**config.mk**
```make
export PLATFORM = sky130hd
export DESIGN_NAME = rail_fault_supervisor
export DESIGN_NICKNAME = d
export VERILOG_FILES = /design/src/rtl/rfs_pkg.sv /design/src/rtl/rfs_blank_timer.sv /design/src/rtl/rfs_uv_compare.sv /design/src/rtl/rfs_preovp_cmp.sv /design/src/rtl/rail_fault_supervisor.sv
export SDC_FILE = /design/constraint.sdc
export NUM_CORES = 1
export LEC_CHECK = 0
export BUFFER_PORTS_ARGS = -buffer_cell sky130_fd_sc_hd__clkbuf_2
export CAP_MARGIN = 20
export CORE_MARGIN = 1
export CORE_UTILIZATION = 25
export CTS_CLUSTER_DIAMETER = 50
export CTS_CLUSTER_SIZE = 40
export DETAILED_ROUTE_END_ITERATION = 8
export PLACE_DENSITY = 0.5
export SYNTH_ARGS = -nofsm -noshare
export SYNTH_HDL_FRONTEND = slang
export SYNTH_SLANG_ARGS = --single-unit
```
**constraint.sdc**
```tcl
create_clock -name clk -period 2.1 [get_ports clk]
set_input_delay 0.21 -clock clk [delete_from_list [all_inputs] [get_ports clk]]
set_output_delay 0.21 -clock clk [all_outputs]
set_load 0.01 [all_outputs]
```
**src/rtl/rfs_pkg.sv**
```systemverilog
package rfs_pkg;

    // Default geometry and thresholds, all codes at 1 mV per LSB
    localparam int SENSE_W_DEF    = 12;
    localparam int OFFSET_W_DEF   = 13;
    localparam int UV_MARGIN_DEF  = 750;
    localparam int UV_PERSIST_DEF = 2;
    localparam int BLANK_TAIL_DEF = 32;
    localparam int POVP_SET_DEF   = 1800;
    localparam int POVP_HYST_DEF  = 350;

    // Decision of the hysteretic pre-overvoltage comparator
    typedef enum logic [1:0] {
        POVP_KEEP    = 2'd0,
        POVP_ASSERT  = 2'd1,
        POVP_RELEASE = 2'd2
    } povp_act_e;

endpackage

```
**src/rtl/rfs_blank_timer.sv**
```systemverilog
module rfs_blank_timer #(
    parameter int TAIL = rfs_pkg::BLANK_TAIL_DEF
) (
    input  logic clk,
    input  logic rst_n,
    input  logic vid_busy,
    output logic blank
);
    localparam int TW = $clog2(TAIL + 1);
    localparam logic [TW-1:0] TAIL_LOAD = TW'(TAIL);

    typedef struct packed {
        logic [TW-1:0] tail;
    } tmr_t;

    tmr_t tmr_d, tmr_q;

    always_comb begin
        tmr_d = tmr_q;
        if (vid_busy) begin
            // Any transition activity (re)loads the full tail
            tmr_d.tail = TAIL_LOAD;
        end else if (tmr_q.tail != '0) begin
            tmr_d.tail = tmr_q.tail - 1'b1;
        end
    end

    always_ff @(posedge clk or negedge rst_n) begin
        if (!rst_n) begin
            tmr_q <= '0;
        end else begin
            tmr_q <= tmr_d;
        end
    end

    assign blank = vid_busy || (tmr_q.tail != '0);

endmodule

```
**src/rtl/rfs_uv_compare.sv**
```systemverilog
module rfs_uv_compare #(
    parameter int SW     = rfs_pkg::SENSE_W_DEF,
    parameter int OW     = rfs_pkg::OFFSET_W_DEF,
    parameter int MARGIN = rfs_pkg::UV_MARGIN_DEF
) (
    input  logic [SW-1:0]        sense,
    input  logic [SW-1:0]        refv,
    input  logic signed [OW-1:0] offset,
    output logic                 below
);
    // Wide enough for sum and difference of all operands without wrap
    localparam int EW = ((SW > OW) ? SW : OW) + 3;
    localparam logic signed [EW-1:0] MARGIN_S = EW'(MARGIN);

    logic signed [EW-1:0] sense_s;
    logic signed [EW-1:0] ref_s;
    logic signed [EW-1:0] off_s;
    logic signed [EW-1:0] eff_s;
    logic signed [EW-1:0] deficit;

    always_comb begin
        sense_s = EW'($signed({1'b0, sense}));
        ref_s   = EW'($signed({1'b0, refv}));
        off_s   = EW'(offset);
        // Output-referred value: sense plus the offset drop
        eff_s   = sense_s + off_s;
        deficit = ref_s - eff_s;
        below   = deficit > MARGIN_S;
    end

endmodule

```
**src/rtl/rfs_preovp_cmp.sv**
```systemverilog
module rfs_preovp_cmp
    import rfs_pkg::*;
#(
    parameter int SW   = rfs_pkg::SENSE_W_DEF,
    parameter int SET  = rfs_pkg::POVP_SET_DEF,
    parameter int HYST = rfs_pkg::POVP_HYST_DEF
) (
    input  logic [SW-1:0] sense,
    output povp_act_e     act
);
    localparam logic [SW-1:0] SET_CODE = SW'(SET);
    localparam logic [SW-1:0] REL_CODE = SW'(SET - HYST);

    always_comb begin
        if (sense > SET_CODE) begin
            act = POVP_ASSERT;
        end else if (sense < REL_CODE) begin
            act = POVP_RELEASE;
        end else begin
            act = POVP_KEEP;
        end
    end

endmodule

```
**src/rtl/rail_fault_supervisor.sv**
```systemverilog
module rail_fault_supervisor
    import rfs_pkg::*;
#(
    parameter int SENSE_W    = SENSE_W_DEF,
    parameter int OFFSET_W   = OFFSET_W_DEF,
    parameter int UV_MARGIN  = UV_MARGIN_DEF,
    parameter int UV_PERSIST = UV_PERSIST_DEF,
    parameter int BLANK_TAIL = BLANK_TAIL_DEF,
    parameter int POVP_SET   = POVP_SET_DEF,
    parameter int POVP_HYST  = POVP_HYST_DEF
) (
    input  logic                       clk,
    input  logic                       rst_n,
    input  logic [SENSE_W-1:0]         sense_mv,
    input  logic [SENSE_W-1:0]         ref_mv,
    input  logic signed [OFFSET_W-1:0] offset_mv,
    input  logic                       supply_ok,
    input  logic                       out_en,
    input  logic                       preovp_window,
    input  logic                       vid_busy,
    output logic                       all_off,
    output logic                       ls_on
);
    localparam int CW = $clog2(UV_PERSIST + 1);
    localparam logic [CW-1:0] PERSIST_LAST = CW'(UV_PERSIST - 1);
    localparam logic [CW-1:0] PERSIST_MAX  = CW'(UV_PERSIST);

    typedef struct packed {
        logic [CW-1:0] uv_cnt;
        logic          fault;
        logic          ls;
    } sup_t;

    sup_t      st_d, st_q;
    logic      blank;
    logic      uv_below;
    logic      checks_on;
    povp_act_e povp_act;

    rfs_blank_timer #(
        .TAIL (BLANK_TAIL)
    ) u_blank (
        .clk      (clk),
        .rst_n    (rst_n),
        .vid_busy (vid_busy),
        .blank    (blank)
    );

    rfs_uv_compare #(
        .SW     (SENSE_W),
        .OW     (OFFSET_W),
        .MARGIN (UV_MARGIN)
    ) u_uv (
        .sense  (sense_mv),
        .refv   (ref_mv),
        .offset (offset_mv),
        .below  (uv_below)
    );

    rfs_preovp_cmp #(
        .SW   (SENSE_W),
        .SET  (POVP_SET),
        .HYST (POVP_HYST)
    ) u_povp (
        .sense (sense_mv),
        .act   (povp_act)
    );

    always_comb begin
        st_d      = st_q;
        checks_on = supply_ok && out_en;

        // Undervoltage path: persistence count and latched fault
        if (!checks_on) begin
            st_d.uv_cnt = '0;
            st_d.fault  = 1'b0;
        end else if (blank) begin
            st_d.uv_cnt = '0;
        end else if (uv_below) begin
            if (st_q.uv_cnt >= PERSIST_LAST) begin
                st_d.fault = 1'b1;
            end
            if (st_q.uv_cnt < PERSIST_MAX) begin
                st_d.uv_cnt = st_q.uv_cnt + 1'b1;
            end
        end else begin
            st_d.uv_cnt = '0;
        end

        // Pre-overvoltage path: hysteretic, only inside its supply window
        if (!preovp_window) begin
            st_d.ls = 1'b0;
        end else if (!blank) begin
            case (povp_act)
                POVP_ASSERT:  st_d.ls = 1'b1;
                POVP_RELEASE: st_d.ls = 1'b0;
                default:      st_d.ls = st_q.ls;
            endcase
        end
    end

    always_ff @(posedge clk or negedge rst_n) begin
        if (!rst_n) begin
            st_q <= '0;
        end else begin
            st_q <= st_d;
        end
    end

    assign all_off = st_q.fault;
    assign ls_on   = st_q.ls;

endmodule

```
# == After elaboration in Yosys (flattened, before gate mapping) ==
# Cells that the tools add are included.
# totals
ff_bits,10
input_bits,43
out_inout_bits,2
wordCells,41
# op_classes
add_sub_neg,4
order_cmp,5
eq_ne,8
mux,14
reduce_logical,6
# op_table
operator,n
16-bit by 11-bit > comparator with 1-bit output (second input constant),1
13-bit by 16-bit subtractor with 16-bit output,1
13-bit by 13-bit adder with 14-bit output,1
12-bit by 11-bit > comparator with 1-bit output (second input constant),1
12-bit by 11-bit < comparator with 1-bit output (second input constant),1
6-bit 2-to-1 mux,2
2-bit 2-to-1 mux,5
6-bit nonzero test,1
6-bit by 1-bit subtractor with 6-bit output (second input constant),1
1-bit 2-to-1 mux,5
2-bit by 1-bit != test with 1-bit output (second input constant),2
2-bit != test (second input constant),2
4-bit != test (second input constant),1
3-bit 2-to-1 mux,1
3-bit by 1-bit != test with 1-bit output (second input constant),1
3-bit AND reduction,1
2-bit by 1-bit adder with 2-bit output (second input constant),1
2-bit by 1-bit == test with 1-bit output (second input constant),1
2-bit == test (second input constant),1
2-bit by 1-bit greater-or-equal comparator with 1-bit output (second input constant),1
2-bit < comparator (second input constant),1
1-bit one-hot mux with 2 select lines,1
2-bit AND reduction,1
2-bit nonzero test,1
other kinds (2),2

# == Logic depth before layout (Yosys ltp) ==
# depth
word_depth,7
mapped_depth,18
mapped_depth_nobuf,18

# == Cells and area by module ==
# A second synthesis with hierarchy kept.
# unflattened
cells_unflattened,166
area_unflattened_um2,1524.0
# modules_own_cells
mod,n_inst,cells_per_inst,area_per_inst_um2,seq_area_each_um2
rfs_uv_compare,1,106,918.4,0.0
rfs_blank_timer,1,33,350.3,150.1
rail_fault_supervisor,1,18,197.7,100.1
rfs_preovp_cmp,1,9,57.6,0.0

# == Worst setup path before layout ==
# OpenSTA, ideal clock, no wires.
# synth_timing
kind,input to register
from,input sense_mv[0]
to,register st_q[2] (netlist name)
setup_ps,137
arrival_ps,3432
required_time_ps,1963
setup_slack_ps,-1469
cell_stages,15
n_path_buf,0
path_cell_list,ha_1 fa_1 a211oi_1 o21ai_1 a21oi_1 xor2_1 ha_1 a211o_1 or3_1 nor3_1 nor2_1 a221oi_2 a31oi_1 o221ai_2 nor3_1
# synth_between
elab_chain_len,6
elab_cells_between_ends,7
classes_between,add/sub (2); order compare (1); eq/ne (1); mux (3)
# synth_rtl
element,line,source
start: declaration,rail_fault_supervisor.sv:14,"input logic [SENSE_W-1:0] sense_mv,"
13-bit by 13-bit adder with 14-bit output *,rfs_uv_compare.sv:26,eff_s = sense_s + off_s;
13-bit by 16-bit subtractor with 16-bit output *,rfs_uv_compare.sv:27,deficit = ref_s - eff_s;
16-bit by 11-bit > comparator with 1-bit output *,rfs_uv_compare.sv:28,below = deficit > MARGIN_S;
2-bit 2-to-1 mux,rail_fault_supervisor.sv:79,end else if (uv_below) begin
2-bit 2-to-1 mux,rail_fault_supervisor.sv:77,end else if (blank) begin
3-bit 2-to-1 mux,rail_fault_supervisor.sv:74,if (!checks_on) begin
end signal: assignment,rail_fault_supervisor.sv:106,st_q <= st_d;
end: declaration,rail_fault_supervisor.sv:34,"sup_t st_d, st_q;"
# Every way passes the cells marked *; elsewhere a longest branch is shown, timed or not.
# A chain may end at the register's enable or synchronous reset.

# == Worst setup path in the final report ==
# layout_timing
from,input offset_mv[0]
to,register st_q[3] (netlist name)
# layout_between
elab_chain_len,6
elab_cells_between_ends,7
classes_between,add/sub (2); order compare (1); eq/ne (1); mux (3)
# layout_rtl
element,line,source
start: declaration,rail_fault_supervisor.sv:16,"input logic signed [OFFSET_W-1:0] offset_mv,"
13-bit by 13-bit adder with 14-bit output *,rfs_uv_compare.sv:26,
13-bit by 16-bit subtractor with 16-bit output *,rfs_uv_compare.sv:27,
16-bit by 11-bit > comparator with 1-bit output *,rfs_uv_compare.sv:28,
2-bit 2-to-1 mux,rail_fault_supervisor.sv:79,
2-bit 2-to-1 mux,rail_fault_supervisor.sv:77,
3-bit 2-to-1 mux,rail_fault_supervisor.sv:74,
# Marked as above.

==> key figures <==
Run status
  – Outcome: finished, violations left
  – Failing checks: setup timing

Floorplan
  – Initial Utilization: 26.3%
  – Die area: 7660 µm²
  – IO Count: 45
  – Placement Rows: 30
  – Die W: 87.5 µm
  – Core ar.: 6940 µm²
  – Die extent in y: 87.5 µm

STA
  – Slew HR: 63.5%
  – Setup violators final: 3
  – Fin Clk Skew: 0.000721 ns
  – Final worst slack: -1.29 ns
  – Max Clock Freq: 0.295 GHz
  – Worst-Margin Slew: 0.534 ns
  – Final hold slack: 0.209 ns
  – Max-slew violation count: 0
  – Final hold violation count: 0
  – RSZ-0062 raised after global routing: true
  – Tmin final: 3.39 ns
  – Period utilization: 161%

Synth
  – Synth unique cells: 61
  – Yosys warnings: 0
  – Synth area leaders: ha_1, dfrtp_1, a21oi_1
  – Flops & latches, synth: 10
  – Synth Net Count: 297
  – Synth area leader: ha_1
  – Sequential share of the synthesized area: 13.7%
  – Cells after synthesis: 226
  – Mapped cell area: 1830 µm²
  – Most used DFF post-synth: dfrtp_1
  – Synthesized area per cell: 8.09 µm²
  – Post-synth EDFFs: 0
  – Post-synthesis async set-or-reset flop share: 100%
  – Share of the synthesized area in the top cell type: 17.8%

Route
  – DRT antenna net count: 0
  – Wirelength per Cell: 11.6 µm
  – DRC: 0
  – Routed WL: 5270 µm
  – Pre-antenna DRT Iters: 4
  – Number of DRC markers in iteration 0: 38
  – Via count: 2116
  – Vias per cell: 4.66

Critical path
  – Crit path top cell by count: buf_4
  – Slowest cell on crit path: fa_2
  – Crit path kind: primary input to flop
  – Critical Path End Type: flop
  – Cell Chain, Critical Path: buf_6, ha_4, fa_2, a211oi_2, o21ai_2, a21oi_2, nor2b_1, buf_4, buf_4, buf_4, buf_4, buf_4, buf_4, buf_4, buf_4, buf_4, buf_4, buf_4, a21oi_1, xor2_1, o221ai_2, nor3_1
  – Slowest cell delay on critical path: 0.37 ns
  – Worst EP required: 2.25 ns
  – Startpoint types: primary input
  – Worst Path Arrival: 3.54 ns
  – Crit path max fanout: 3

Clock tree
  – Clk pin slew, worst setup/hold paths: 0.04 ns
  – Root buf cell: clkbuf_8
  – CTS buffer count: 3
  – CTS Buffer Depth: 2
  – TritonCTS Sinks: 10
  – H-Tree Depth: 1
  – Clk_lat worst skew: 0.23 ns
  – CTS tree: built

Layout
  – P&R area growth vs syn: 64.5%
  – Inserted Diodes: 0
  – Non-filler cells, final: 454
  – Fin nets: 431
  – Fill cell count: 714
  – Layout cells sized above 1: 46.6%

Place
  – Placed insts: 435
  – Detailed Place HPWL: 4290 µm
  – Gpl congestion: 0.810
  – PortBufs: 44

GRT
  – Largest net degree at the start of global routing: 11
  – First-pass GRT wire length: 8790 µm
  – Total grt overflow: 0
  – Vias in the first global route: 2029
  – Total GRT Usage: 14.5%
  – Initial antenna violation count: 0

Pwr
  – Leakage power: 0.00146 µW
  – Total power: 1840 µW
  – VDD IR max: 0.218 mV
  – Pwr/cell area: 613 nW/µm²

Hold path
  – Worst hold path class: primary input to flop

Run
  – Max Cap Viol: 0
## stage by stage
step                cell area [µm²]  setup TNS [ns]  setup WS [ns]  utilization, %
finish                         3010           -3.85          -1.29            43.3
global route                   3010           -4.34          -1.45            43.3
global placement               2740           -4.77          -1.61            39.5
CTS                            2940           -3.92          -1.31            42.4
floorplan                      1880           -3.79          -1.28               -
detailed placement             2740           -4.85          -1.63            39.5
## Yosys cell counts (3+ instances only)
| cell | number |
|---|---|
| o2111ai_1 | 3 |
| nor2_1 | 22 |
| nand2b_1 | 6 |
| xnor2_1 | 5 |
| inv_1 | 11 |
| a21o_1 | 8 |
| dfrtp_1 | 10 |
| o211ai_1 | 3 |
| a21oi_1 | 18 |
| xor2_1 | 10 |
| nor4_1 | 3 |
| nand2_1 | 18 |
| nor3_1 | 7 |
| nand3_1 | 5 |
| o21ai_0 | 7 |
| and3_1 | 4 |
| o21a_1 | 6 |
| ha_1 | 26 |
| nor2b_1 | 3 |
## flip-flops by register name, indices dropped and copies added (netlist names)
| name | flops |
|---|---|
| ls_on | 1 |
| st_q | 2 |
| all_off | 1 |
| u_blank.tmr_q | 6 |
## kinds of logic (layout without fill, tap and decap cells)
group           after synthesis  after routing  synth area share, %
compound gates               75             75                 32.0
xor+xnor                     15             15                 7.19
fa+ha+maj                    28             28                 20.0
buf+inv                      12            144                 2.46
flops                        10             10                 13.7
mux                           1              1                0.548
simple gates                 85             85                 24.1
## timing repair
item                                   CTS  global route
hold buffers                             1             0
setup endpoints to repair                3             3
pin swaps                               18             5
endpoints found under the hold margin   10             0
setup buffers                           14             1
cloned                                   0             0
resized for setup                        9            15
## report_power, final
part	switching (µW)	total (µW)	internal, µW	leakage, µW
Clock	71.6	197	125	0.0000216
Combinational	646	1380	736	0.00131
Sequential	35.0	265	230	0.000131
Total	753	1840	1090	0.00146
## per-layer routing
metal | vias up | part of all wire [%] | track usage, %
met2 | 35 | 50 | 26.4
met4 | 0 | 0.63 | 2.09
met3 | 4 | 2.3 | 1.61
met5 | - | 0 | 0
li1 | 1116 | - | -
met1 | 961 | 47 | 18.7
## final cells by class
type / count / area, µm² / area share (%)
clock buffer: 3 / 41.3 / 1.37
inverter: 11 / 41.3 / 1.37
multi-input combinational: 204 / 1660 / 55.2
sequential: 10 / 250 / 8.32
tap: 96 / 120 / 3.99
timing repair buffer: 130 / 895 / 29.7
## cell usage in the layout (no fill, tap or decap), drive strengths merged, types with 5 or more instances in the layout
master	synthesis	layout
inv	11	11
nor3	8	8
a21o	9	9
o21a	6	6
o21ai	8	8
buf	0	88
a21oi	19	19
nor2	22	22
or2	5	5
nand2b	6	6
clkbuf	1	44
xnor2	5	5
xor2	10	10
nand2	19	19
nand3	6	6
ha	26	26
dfrtp	10	10
## critical path, delay by kind of cell
kind / cells / cell delay (ns)
fa+ha+maj: 2 / 0.52
compound gates: 5 / 0.86
xor+xnor: 1 / 0.25
simple gates: 2 / 0.27
buf+inv: 12 / 1.43
## worst paths after layout
check | depth (start not counted) | endpoint | slack [ns] | from
worst max-delay path | 22 | st_q[3]$_DFFE_PN0P_ | -1.29 | offset_mv[0]
worst min-delay path | 2 | ls_on$_DFFE_PN0P_ | 0.21 | preovp_window
worst max register to register | 7 | st_q[3]$_DFFE_PN0P_ | 0.58 | u_blank.tmr_q[0]$_DFFE_PN0P_
worst min register to register | 2 | u_blank.tmr_q[1]$_DFFE_PN0P_ | 0.50 | u_blank.tmr_q[1]$_DFFE_PN0P_
max in group asynchronous | 2 | ls_on$_DFFE_PN0P_ | 1.51 | rst_n
min in group asynchronous | 2 | u_blank.tmr_q[5]$_DFFE_PN0P_ | 0.38 | rst_n
Power figures use the tool's default switching activity.
